## config.mk

```make
export PLATFORM = sky130hd
export DESIGN_NAME = eeprom_i2c_target
export DESIGN_NICKNAME = d
export VERILOG_FILES = /design/src/rtl/eeprom_pkg.sv /design/src/rtl/eeprom_bus_sampler.sv /design/src/rtl/eeprom_byte_store.sv /design/src/rtl/eeprom_target_fsm.sv /design/src/rtl/eeprom_i2c_target.sv
export SDC_FILE = /design/constraint.sdc
export NUM_CORES = 2
export LEC_CHECK = 0
export BUFFER_PORTS_ARGS = -buffer_cell sky130_fd_sc_hd__buf_4
export CORE_UTILIZATION = 55
export CTS_CLUSTER_SIZE = 16
export DETAILED_ROUTE_END_ITERATION = 6
export PLACE_DENSITY_LB_ADDON = 0.25
export SLEW_MARGIN = 20
export SYNTH_ARGS = -nofsm -noshare
export SYNTH_HDL_FRONTEND = slang
export SYNTH_SLANG_ARGS = --single-unit
export TNS_END_PERCENT = 30
```

## constraint.sdc

```tcl
create_clock -name clk -period 3.2 [get_ports clk]
set_input_delay 0.64 -clock clk [delete_from_list [all_inputs] [get_ports clk]]
set_output_delay 0.64 -clock clk [all_outputs]
set_load 0.005 [all_outputs]
```

## src/rtl/eeprom_pkg.sv

```systemverilog
package eeprom_pkg;

    localparam int          BYTE_W   = 8;
    localparam int          CNT_W    = $clog2(BYTE_W + 1);
    localparam int          STRAP_W  = 3;
    localparam logic [3:0]  DEV_CODE = 4'b1010;

    typedef enum logic [3:0] {
        ST_IDLE,
        ST_ADDR,
        ST_ACK_ADDR,
        ST_WORD,
        ST_ACK_WORD,
        ST_WDATA,
        ST_ACK_WDATA,
        ST_RDATA,
        ST_RACK,
        ST_WAIT_STOP
    } state_e;

endpackage

```

## src/rtl/eeprom_bus_sampler.sv

```systemverilog
module eeprom_bus_sampler #(
    parameter int SYNC_STAGES = 2
) (
    input  logic clk,
    input  logic rst_n,
    input  logic scl_i,
    input  logic sda_i,
    output logic scl_lvl_o,
    output logic sda_lvl_o,
    output logic rise_o,
    output logic fall_o,
    output logic start_o,
    output logic stop_o
);

    logic [SYNC_STAGES-1:0] scl_sync_d, scl_sync_q;
    logic [SYNC_STAGES-1:0] sda_sync_d, sda_sync_q;
    logic                   scl_prev_q, sda_prev_q;

    generate
        if (SYNC_STAGES > 1) begin : g_chain
            assign scl_sync_d = {scl_sync_q[SYNC_STAGES-2:0], scl_i};
            assign sda_sync_d = {sda_sync_q[SYNC_STAGES-2:0], sda_i};
        end else begin : g_single
            assign scl_sync_d = scl_i;
            assign sda_sync_d = sda_i;
        end
    endgenerate

    always_ff @(posedge clk or negedge rst_n) begin
        if (!rst_n) begin
            scl_sync_q <= '1;
            sda_sync_q <= '1;
            scl_prev_q <= 1'b1;
            sda_prev_q <= 1'b1;
        end else begin
            scl_sync_q <= scl_sync_d;
            sda_sync_q <= sda_sync_d;
            scl_prev_q <= scl_lvl_o;
            sda_prev_q <= sda_lvl_o;
        end
    end

    always_comb begin
        scl_lvl_o = scl_sync_q[SYNC_STAGES-1];
        sda_lvl_o = sda_sync_q[SYNC_STAGES-1];
        rise_o    = scl_lvl_o & ~scl_prev_q;
        fall_o    = ~scl_lvl_o & scl_prev_q;
        start_o   = scl_lvl_o & scl_prev_q & sda_prev_q & ~sda_lvl_o;
        stop_o    = scl_lvl_o & scl_prev_q & ~sda_prev_q & sda_lvl_o;
    end

endmodule

```

## src/rtl/eeprom_byte_store.sv

```systemverilog
module eeprom_byte_store #(
    parameter int ADDR_W = 8,
    parameter int DATA_W = 8
) (
    input  logic              clk,
    input  logic              rst_n,
    input  logic              wr_en_i,
    input  logic [ADDR_W-1:0] wr_addr_i,
    input  logic [DATA_W-1:0] wr_data_i,
    input  logic [ADDR_W-1:0] rd_addr_i,
    output logic [DATA_W-1:0] rd_data_o
);

    localparam int DEPTH = 1 << ADDR_W;

    logic [DATA_W-1:0] cell_q [DEPTH];

    always_ff @(posedge clk or negedge rst_n) begin
        if (!rst_n) begin
            for (int i = 0; i < DEPTH; i++) cell_q[i] <= '1;
        end else if (wr_en_i) begin
            cell_q[wr_addr_i] <= wr_data_i;
        end
    end

    assign rd_data_o = cell_q[rd_addr_i];

endmodule

```

## src/rtl/eeprom_target_fsm.sv

```systemverilog
module eeprom_target_fsm
    import eeprom_pkg::*;
#(
    parameter int ADDR_W = 8,
    parameter int PAGE_W = 3
) (
    input  logic               clk,
    input  logic               rst_n,
    input  logic               scl_lvl_i,
    input  logic               sda_lvl_i,
    input  logic               rise_i,
    input  logic               fall_i,
    input  logic               start_i,
    input  logic               stop_i,
    input  logic [STRAP_W-1:0] strap_i,
    input  logic [BYTE_W-1:0]  rd_data_i,
    output logic [ADDR_W-1:0]  rd_addr_o,
    output logic               wr_en_o,
    output logic [ADDR_W-1:0]  wr_addr_o,
    output logic [BYTE_W-1:0]  wr_data_o,
    output logic               pull_o
);

    typedef struct packed {
        state_e             state;
        logic [CNT_W-1:0]   bit_cnt;
        logic [BYTE_W-1:0]  shift;
        logic [BYTE_W-1:0]  tx;
        logic [ADDR_W-1:0]  ptr;
        logic               rw;
        logic               nack;
        logic               pull;
    } regs_t;

    localparam regs_t RESET_VAL = '{
        state: ST_IDLE, bit_cnt: '0, shift: '0, tx: '1,
        ptr: '0, rw: 1'b0, nack: 1'b0, pull: 1'b0
    };

    regs_t             r_d, r_q;
    logic [PAGE_W-1:0] page_lo_inc;
    logic              dev_match;
    state_e            state_q;

    assign state_q     = r_q.state;
    assign page_lo_inc = r_q.ptr[PAGE_W-1:0] + PAGE_W'(1);
    assign dev_match   = (r_q.shift[BYTE_W-1:1] == {DEV_CODE, strap_i});
    assign rd_addr_o   = r_q.ptr;
    assign wr_addr_o   = r_q.ptr;
    assign wr_data_o   = r_q.shift;
    assign pull_o      = r_q.pull;

    always_comb begin
        r_d     = r_q;
        wr_en_o = 1'b0;
        if (start_i) begin
            r_d.state   = ST_ADDR;
            r_d.bit_cnt = '0;
            r_d.pull    = 1'b0;
        end else if (stop_i) begin
            r_d.state   = ST_IDLE;
            r_d.bit_cnt = '0;
            r_d.pull    = 1'b0;
        end else if (rise_i) begin
            unique case (r_q.state)
                ST_ADDR, ST_WORD, ST_WDATA: begin
                    r_d.shift   = {r_q.shift[BYTE_W-2:0], sda_lvl_i};
                    r_d.bit_cnt = r_q.bit_cnt + CNT_W'(1);
                end
                ST_RACK: r_d.nack = sda_lvl_i;
                default: ;
            endcase
        end else if (fall_i) begin
            unique case (r_q.state)
                ST_ADDR: begin
                    if (r_q.bit_cnt == CNT_W'(BYTE_W)) begin
                        if (dev_match) begin
                            r_d.rw    = r_q.shift[0];
                            r_d.pull  = 1'b1;
                            r_d.state = ST_ACK_ADDR;
                        end else begin
                            r_d.state = ST_IDLE;
                        end
                    end
                end
                ST_WORD: begin
                    if (r_q.bit_cnt == CNT_W'(BYTE_W)) begin
                        r_d.ptr   = r_q.shift[ADDR_W-1:0];
                        r_d.pull  = 1'b1;
                        r_d.state = ST_ACK_WORD;
                    end
                end
                ST_WDATA: begin
                    if (r_q.bit_cnt == CNT_W'(BYTE_W)) begin
                        wr_en_o   = 1'b1;
                        r_d.ptr   = {r_q.ptr[ADDR_W-1:PAGE_W], page_lo_inc};
                        r_d.pull  = 1'b1;
                        r_d.state = ST_ACK_WDATA;
                    end
                end
                ST_ACK_ADDR: begin
                    r_d.bit_cnt = '0;
                    if (r_q.rw) begin
                        r_d.tx    = rd_data_i;
                        r_d.pull  = ~rd_data_i[BYTE_W-1];
                        r_d.ptr   = r_q.ptr + ADDR_W'(1);
                        r_d.state = ST_RDATA;
                    end else begin
                        r_d.pull  = 1'b0;
                        r_d.state = ST_WORD;
                    end
                end
                ST_ACK_WORD, ST_ACK_WDATA: begin
                    r_d.bit_cnt = '0;
                    r_d.pull    = 1'b0;
                    r_d.state   = ST_WDATA;
                end
                ST_RDATA: begin
                    if (r_q.bit_cnt == CNT_W'(BYTE_W - 1)) begin
                        r_d.pull  = 1'b0;
                        r_d.state = ST_RACK;
                    end else begin
                        r_d.bit_cnt = r_q.bit_cnt + CNT_W'(1);
                        r_d.tx      = {r_q.tx[BYTE_W-2:0], 1'b1};
                        r_d.pull    = ~r_q.tx[BYTE_W-2];
                    end
                end
                ST_RACK: begin
                    r_d.bit_cnt = '0;
                    if (!r_q.nack) begin
                        r_d.tx    = rd_data_i;
                        r_d.pull  = ~rd_data_i[BYTE_W-1];
                        r_d.ptr   = r_q.ptr + ADDR_W'(1);
                        r_d.state = ST_RDATA;
                    end else begin
                        r_d.pull  = 1'b0;
                        r_d.state = ST_WAIT_STOP;
                    end
                end
                default: ;
            endcase
        end
    end

    always_ff @(posedge clk or negedge rst_n) begin
        if (!rst_n) r_q <= RESET_VAL;
        else        r_q <= r_d;
    end


    pull_steady_chk: assert property (@(posedge clk) disable iff (!rst_n)
        (scl_lvl_i && $past(scl_lvl_i)) |-> $stable(pull_o));


    addr_match_chk: assert property (@(posedge clk) disable iff (!rst_n)
        (state_q == ST_ACK_ADDR && $past(state_q) == ST_ADDR)
            |-> ($past(r_q.shift[BYTE_W-1:1]) == {DEV_CODE, $past(strap_i)}));


    start_decode_chk: assert property (@(posedge clk) disable iff (!rst_n)
        start_i |=> (state_q == ST_ADDR && r_q.bit_cnt == '0));


    stop_idle_chk: assert property (@(posedge clk) disable iff (!rst_n)
        (stop_i && !start_i) |=> (state_q == ST_IDLE));


    page_keep_chk: assert property (@(posedge clk) disable iff (!rst_n)
        wr_en_o |=> $stable(r_q.ptr[ADDR_W-1:PAGE_W]));


    nack_release_chk: assert property (@(posedge clk) disable iff (!rst_n)
        (state_q == ST_WAIT_STOP) |-> !pull_o);

endmodule

```

## src/rtl/eeprom_i2c_target.sv

```systemverilog
module eeprom_i2c_target
    import eeprom_pkg::*;
#(
    parameter int ADDR_W      = 8,
    parameter int PAGE_W      = 3,
    parameter int SYNC_STAGES = 2
) (
    input  logic               clk,
    input  logic               rst_n,
    input  logic               scl_i,
    input  logic               sda_i,
    input  logic [STRAP_W-1:0] strap_i,
    output logic               sda_pull_o
);

    logic              scl_lvl, sda_lvl, rise, fall, start, stop;
    logic              wr_en;
    logic [ADDR_W-1:0] wr_addr, rd_addr;
    logic [BYTE_W-1:0] wr_data, rd_data;

    eeprom_bus_sampler #(.SYNC_STAGES(SYNC_STAGES)) i_sampler (
        .clk       (clk),
        .rst_n     (rst_n),
        .scl_i     (scl_i),
        .sda_i     (sda_i),
        .scl_lvl_o (scl_lvl),
        .sda_lvl_o (sda_lvl),
        .rise_o    (rise),
        .fall_o    (fall),
        .start_o   (start),
        .stop_o    (stop)
    );

    eeprom_target_fsm #(.ADDR_W(ADDR_W), .PAGE_W(PAGE_W)) i_fsm (
        .clk       (clk),
        .rst_n     (rst_n),
        .scl_lvl_i (scl_lvl),
        .sda_lvl_i (sda_lvl),
        .rise_i    (rise),
        .fall_i    (fall),
        .start_i   (start),
        .stop_i    (stop),
        .strap_i   (strap_i),
        .rd_data_i (rd_data),
        .rd_addr_o (rd_addr),
        .wr_en_o   (wr_en),
        .wr_addr_o (wr_addr),
        .wr_data_o (wr_data),
        .pull_o    (sda_pull_o)
    );

    eeprom_byte_store #(.ADDR_W(ADDR_W), .DATA_W(BYTE_W)) i_store (
        .clk       (clk),
        .rst_n     (rst_n),
        .wr_en_i   (wr_en),
        .wr_addr_i (wr_addr),
        .wr_data_i (wr_data),
        .rd_addr_i (rd_addr),
        .rd_data_o (rd_data)
    );

endmodule

```

After elaboration in Yosys (flattened, before gate mapping)
Cells that the tools add are included.
{"block": "classes", "addsub": 3, "n_lt_le_gt_ge": 2, "eq_ne": 25, "mux": 46, "bitwise": 18, "n_reduce_logical": 22}
{"op": "$bwmux 2048", "n": 1}
{"op": "$bmux 8 s8", "n": 1}
{"op": "$demux 8 s8", "n": 1}
{"op": "$mux 8", "n": 7}
{"op": "$mux 4", "n": 8}
{"op": "$pmux 8 s4", "n": 1}
{"op": "$mux 15", "n": 2}
{"op": "$pmux 4 s7", "n": 1}
{"op": "$ne 4x1->1 const B", "n": 6}
{"op": "$pmux 7 s3", "n": 1}
{"op": "$eq 4x3->1 const B", "n": 5}
{"op": "$reduce_and 9->1", "n": 2}
{"op": "$mux 1", "n": 16}
{"op": "$reduce_and 7->1", "n": 2}
{"op": "$mux 12", "n": 1}
{"op": "$reduce_and 4->1", "n": 3}
{"op": "$not 1->1", "n": 10}
{"op": "$ge 9x9->1 const B", "n": 1}
{"op": "$lt 9x1->1 const B", "n": 1}
{"op": "$not 8->9", "n": 1}
{"op": "$reduce_bool 3->1", "n": 3}
{"op": "$reduce_bool 9->1", "n": 1}
{"op": "$add 8x1->8 const B", "n": 1}
{"op": "$eq 4x2->1 const B", "n": 2}
{"op": "other kinds (25)", "n": 38}
{"block": "word_totals", "register_bits": 2088, "in_bits": 7, "wordCells": 385}

Depth between registers and ports, before layout
{"block": "logic_depth", "ltp_word": 11, "ltp_mapped": 12, "depth_no_buf": 9}

Cells and area by module
Synthesis repeated with hierarchy kept, for this count alone.
{"block": "hier_totals", "hier_cells": 6313, "area_unflattened_um2": 98383.1}
{"mod": "eeprom_byte_store", "instances": 1, "cells_per_inst": 6068, "area_each_um2": 95977.0, "seq_area_each_um2": 53811.6}
{"mod": "eeprom_target_fsm", "instances": 1, "cells_per_inst": 235, "area_each_um2": 2215.9, "seq_area_each_um2": 859.6}
{"mod": "eeprom_bus_sampler", "instances": 1, "cells_per_inst": 10, "area_each_um2": 190.2, "seq_area_each_um2": 157.7}

Worst setup path after synthesis
OpenSTA, ideal clock, no wires.
{"block": "synth_path", "path_type": "flip-flop to flip-flop", "startpoint": "reg i_fsm.r_q (netlist bit i_fsm.rd_addr_o[0])", "endpoint": "reg i_store.cell_q[552] (netlist name)", "setup_ns": 0.082, "arrival_ns": 3.495, "required_ns": 3.118, "setup_slack_ns": -0.377, "path_stages_with_launch": 13, "n_path_buf": 7, "period_less_slack_ns": 3.577, "cell_sequence": "dfrtp_1 > buf_2 > buf_4 > buf_4 > buf_4 > inv_2 > buf_1 > ha_1 > clkbuf_1 > nand3_1 > buf_2 > nor2_2 > mux2_2"}
{"block": "synth_via", "elab_chain_len": 6}
{"item": "start: declaration", "line_no": "eeprom_target_fsm.sv:40", "source": "regs_t r_d, r_q;"}
{"item": "start signal: assignment", "line_no": "eeprom_target_fsm.sv:147", "source": "else r_q <= r_d;"}
{"item": "$not 8->9 (implied by the code) (*)", "line_no": "eeprom_byte_store.sv:22", "source": "cell_q[wr_addr_i] <= wr_data_i;"}
{"item": "$ge 9x9->1 (implied by the code) / $lt 9x1->1 (equally long branches)", "line_no": "eeprom_byte_store.sv:22"}
{"item": "$logic_and 1x1->1 (implied by the code)", "line_no": "eeprom_byte_store.sv:22"}
{"item": "$mux 8 (implied by the code)", "line_no": "eeprom_byte_store.sv:22"}
{"item": "$demux 8 s8 (*)", "line_no": "eeprom_byte_store.sv:22"}
{"item": "$bwmux 2048 (*)", "line_no": "eeprom_byte_store.sv:22"}
{"item": "end signal: indexed assignment", "line_no": "eeprom_byte_store.sv:22"}
{"item": "end: declaration", "line_no": "eeprom_byte_store.sv:16", "source": "logic [DATA_W-1:0] cell_q [DEPTH];"}
Every way passes the cells marked *; elsewhere a longest branch is shown, timed or not.
A chain may end at the register's enable or synchronous reset.

Worst setup path after layout
{"block": "layout_path", "startpoint": "reg i_fsm.r_q (netlist bit i_fsm.rd_addr_o[1])", "endpoint": "reg i_fsm.r_q (netlist bit i_fsm.pull_o)"}
{"block": "layout_via", "elab_chain_len": 11}
{"item": "$not 8->9 (implied by the code) (*)", "line_no": "eeprom_byte_store.sv:26", "source": "assign rd_data_o = cell_q[rd_addr_i];"}
{"item": "$bmux 8 s8 (*)", "line_no": "eeprom_byte_store.sv:26"}
{"item": "$mux 8 (implied by the code) (*) (2 in a row)", "line_no": "eeprom_byte_store.sv:26"}
{"item": "$not 1->1 (*)", "line_no": "eeprom_target_fsm.sv:105, eeprom_target_fsm.sv:132"}
{"item": "$mux 1 (on tied branches)", "line_no": "eeprom_target_fsm.sv:130, eeprom_target_fsm.sv:103"}
{"item": "$pmux 1 s6 (*)", "line_no": "eeprom_target_fsm.sv:74", "source": "unique case (r_q.state)"}
{"item": "$mux 1 (*)", "line_no": "eeprom_target_fsm.sv:73", "source": "end else if (fall_i) begin"}
{"item": "$mux 1 (*)", "line_no": "eeprom_target_fsm.sv:64", "source": "end else if (rise_i) begin"}
{"item": "$mux 1 (*)", "line_no": "eeprom_target_fsm.sv:60", "source": "end else if (stop_i) begin"}
{"item": "$mux 1 (*)", "line_no": "eeprom_target_fsm.sv:56", "source": "if (start_i) begin"}
Every way passes the cells marked *; elsewhere a longest branch is shown, timed or not. The select of a mux whose other input is x is not followed.

==> results.md <==
* Status: finished with violations
* Violated checks: negative setup slack
* Pin count of the biggest net entering global routing at 179
* Die Y at 426 um
* Insertion delay to the later sink of the worst-skew pair at 890 ps
* Pwr/cell area at 585 nW/um2
* Syn Nets at 6280
* Synth Instances at roughly 6300
* Core area at 179000 um2
* Cell accounting for the most synthesized area: dfstp_2
* Final setup fails at 3
* Share of layout cells above drive strength 1 at 85.1%
* CP delay by family, top: compound AO/OA/AOI/OAI gates
* Synth warn at 0
* CTS Buffer Depth at 3
* Final antenna-violating net count at 0
* GRT Resource Usage Total at ~31%
* Vias in the first global route at 60790
* Total die area at 182000 um2
* Post-synth EDFFs at 0
* CTS Buf Count at 214
* Die X at 426 um
* P_leak at 44.4 nW
* Synth Cell Area at roughly 99000 um2
* Pre-Repair DR Iteration Count at 6
* Critical path data required time at roughly 4000 ps
* PortBufs at 7
* # H-tree levels at 4
* Async S/R FF share, synth at 100%
* Design Power at 0.0665 W
* Slowest cell on the critical path: dfrtp_4
* Global-route wire length before repair at 414000 um
* Actual slew at the worst max-slew pin at roughly 1200 ps
* Synthesized area per cell at 15.8 um2
* Worst VDD drop at about 0.57 mV
* Initial antenna violation count at 4
* Synth top area cells: dfstp_2, mux2_2, mux4_2
* Iter 0 DRT Violations at 4903
* Worst path most repeated cell: buf_4
* Critical path cell sequence: buf_12 -> buf_4 -> mux4_2 -> o22ai_1 -> a2111oi_0 -> buf_4 -> nor3_1 -> nand4_1 -> o21ai_0
* Ys flop type: dfstp_2
* Post-synthesis register bit count at around 2100
* Aggregate routed wire length at 274000 um
* Largest stage delay, worst path at around 640 ps
* Vias per Instance at 6.38
* Clk sinks at about 2100
* Fin crit share at 102%
* Hold Fails Final Rpt at 0
* Crit. End Element: flip-flop
* Initial core utilization at a little under three fifths
* Max Cap Violations at 0
* Sequential fraction of the synthesis area at 55.3%
* WL/cell at 30.2 um
* DP Wirelength at 180000 um
* HP Class: flip-flop to flip-flop
* Crit path kind: flip-flop to flip-flop
* Total grt overflow at 0
* Worst clock skew at 58.8 ps
* CP max FO at 15
* Worst setup margin at -69.5 ps
* GP Congestion at 0.952
* Vias at 57878
* Critical Path AT at between 4000 and 5000 ps
* RSZ-0062 raised after global routing: yes
* Worst Path Buf+Inv at 3
* Final slew viol count at 0
* Crit path launch type: flip-flop
* Slew Limit Headroom at roughly 17%
* Area Growth Syn to Fin at 14.8%
* # IOs at 8
* Rows at 155
* Clock root buffer master: clkbuf_16
* Layout Nets at 6566
* Diode count at 0
* CTS clock-pin slew for the worst setup and hold paths at around 70 ps
* Place WS at -24.4 ps
* Fin crit period at 3270 ps
* Fmax at 0.306 GHz
* CTS tree: built
* Top-area cell type share of the netlist area at 54.7%
* Distinct cells, synth at 73
* Post-route DRC at 0
[cells by family after synthesis]
| kind of cell | synth area share [%] |
|---|---|
| AO/OA/AOI/OAI | 2.92 |
| buffers and inverters | 2.14 |
| XOR/XNOR | 0.0619 |
| AND/OR/NAND/NOR | 3.68 |
| flip-flops | 55.3 |
| multiplexers | 35.7 |
| adder cells (fa/ha/maj) | 0.114 |
[where the power goes]
| group | internal [W] | leakage (nW) | switching (W) |
|---|---|---|---|
| registers | 0.0267 | 21.6 | 0.000492 |
| logic | 0.00483 | 19.3 | 0.00902 |
| clock network | 0.0147 | 3.54 | 0.0107 |
[Yosys cell counts (9+ instances only)]
cell	instances
ha_1	9
buf_2	102
nand3_1	51
dfrtp_1	27
a21oi_1	69
nor2_4	130
inv_1	16
nand3_2	10
nand2_1	128
a221oi_1	50
nor2b_1	23
mux2_2	2042
buf_4	26
a31oi_1	16
dfstp_2	2061
nor3_1	14
a211oi_1	11
nand2b_1	17
o21ai_0	59
o211ai_1	15
buf_1	33
nor2_2	59
mux4_2	465
and2_1	11
a22oi_1	75
nand4_1	14
mux2_1	41
o22ai_1	23
clkbuf_1	322
nor2_1	57
a22o_1	40
mux2i_1	148
[path summary, 6_finish.rpt]
check	start	to	slack [ps]	cells after the start
min in group asynchronous	rst_n	i_store.cell_q[265]$_DFFE_PN1P_	630	2
max in group asynchronous	rst_n	i_store.cell_q[2007]$_DFFE_PN1P_	1620	4
worst min register to register	i_sampler.scl_sync_q[0]$_DFF_PN1_	i_sampler.scl_sync_q[1]$_DFF_PN1_	360	0
worst max-delay path	i_fsm.rd_addr_o[1]$_DFFE_PN0P_	i_fsm.pull_o$_DFFE_PN0P_	-70	9
worst max register to register	i_fsm.rd_addr_o[1]$_DFFE_PN0P_	i_fsm.pull_o$_DFFE_PN0P_	-70	9
worst min-delay path	i_sampler.scl_sync_q[0]$_DFF_PN1_	i_sampler.scl_sync_q[1]$_DFF_PN1_	360	0
[worst register-to-register path, delay by kind of cell (launching register included)]
family / cells / cell delay [ps]
AOI/OAI and AO/OA: 3 / 750
buffers and inverters: 3 / 730
DFF: 1 / 640
muxes: 1 / 610
and+or+nand+nor: 2 / 460
[layout make-up]
type	count	area [um2]
Clock buffer	313	6200
Sequential cell	2088	54900
Fill cell	12718	64900
Inverter	18	67.6
Multi-Input combinational cell	3673	42300
Clock inverter	69	991
Tap cell	2355	2950
Timing Repair Buffer	555	6290
[sequential cells by signal (all words and copies together), names as in the netlist, 2 cells and up]
signal and cells:
i_fsm.r_q 13, i_fsm.rd_addr_o 8, i_fsm.state_q 4, i_fsm.wr_data_o 8, i_sampler.scl_sync_q 2, i_sampler.sda_sync_q 2
i_store.cell_q 2048
[stage by stage]
step / hold slack [ps] / std cells / instance area, um2 / TNS [ps] / util (%)
global placement: 351 / 8676 / 106000 / -53.9 / 59.5
floorplan: 344 / 6264 / 99100 / -9880 / -
global route: 365 / 9071 / 114000 / -1900 / 63.6
finish: 361 / 9071 / 114000 / -79.0 / 63.6
CTS: 362 / 9061 / 114000 / -12.9 / 63.6
detailed placement: 350 / 8676 / 106000 / -147 / 59.5
[layout by cell type, fill, tap and decap left out, drive strengths merged, types with 61 or more instances in the layout]
cell and n:
mux4 465, a22oi 75, dfstp 2061, buf 552, nand2 134, mux2i 148
mux2 2083, nand3 61, nor2 246, clkbuf 313, a21oi 69
[routing by layer]
metal	GRT usage [%]	vias to the layer above	part of all wire [%]
li1	-	23993	-
met1	42.6	31543	42
met2	47.5	1792	47
met3	5.85	546	6.3
met4	12.9	4	4.6
met5	0	-	0.0095
[what timing repair did]
item                       4_1_cts  5_1_grt
setup buffers                    0       10
setup endpoints to repair       29      435
hold buffers                     3        0
hold endpoints to repair        33        0
pin swaps                        0        2
gates cloned                     0        0
gates resized for setup          7       20
No activity file was read; power rests on OpenSTA's default activity.
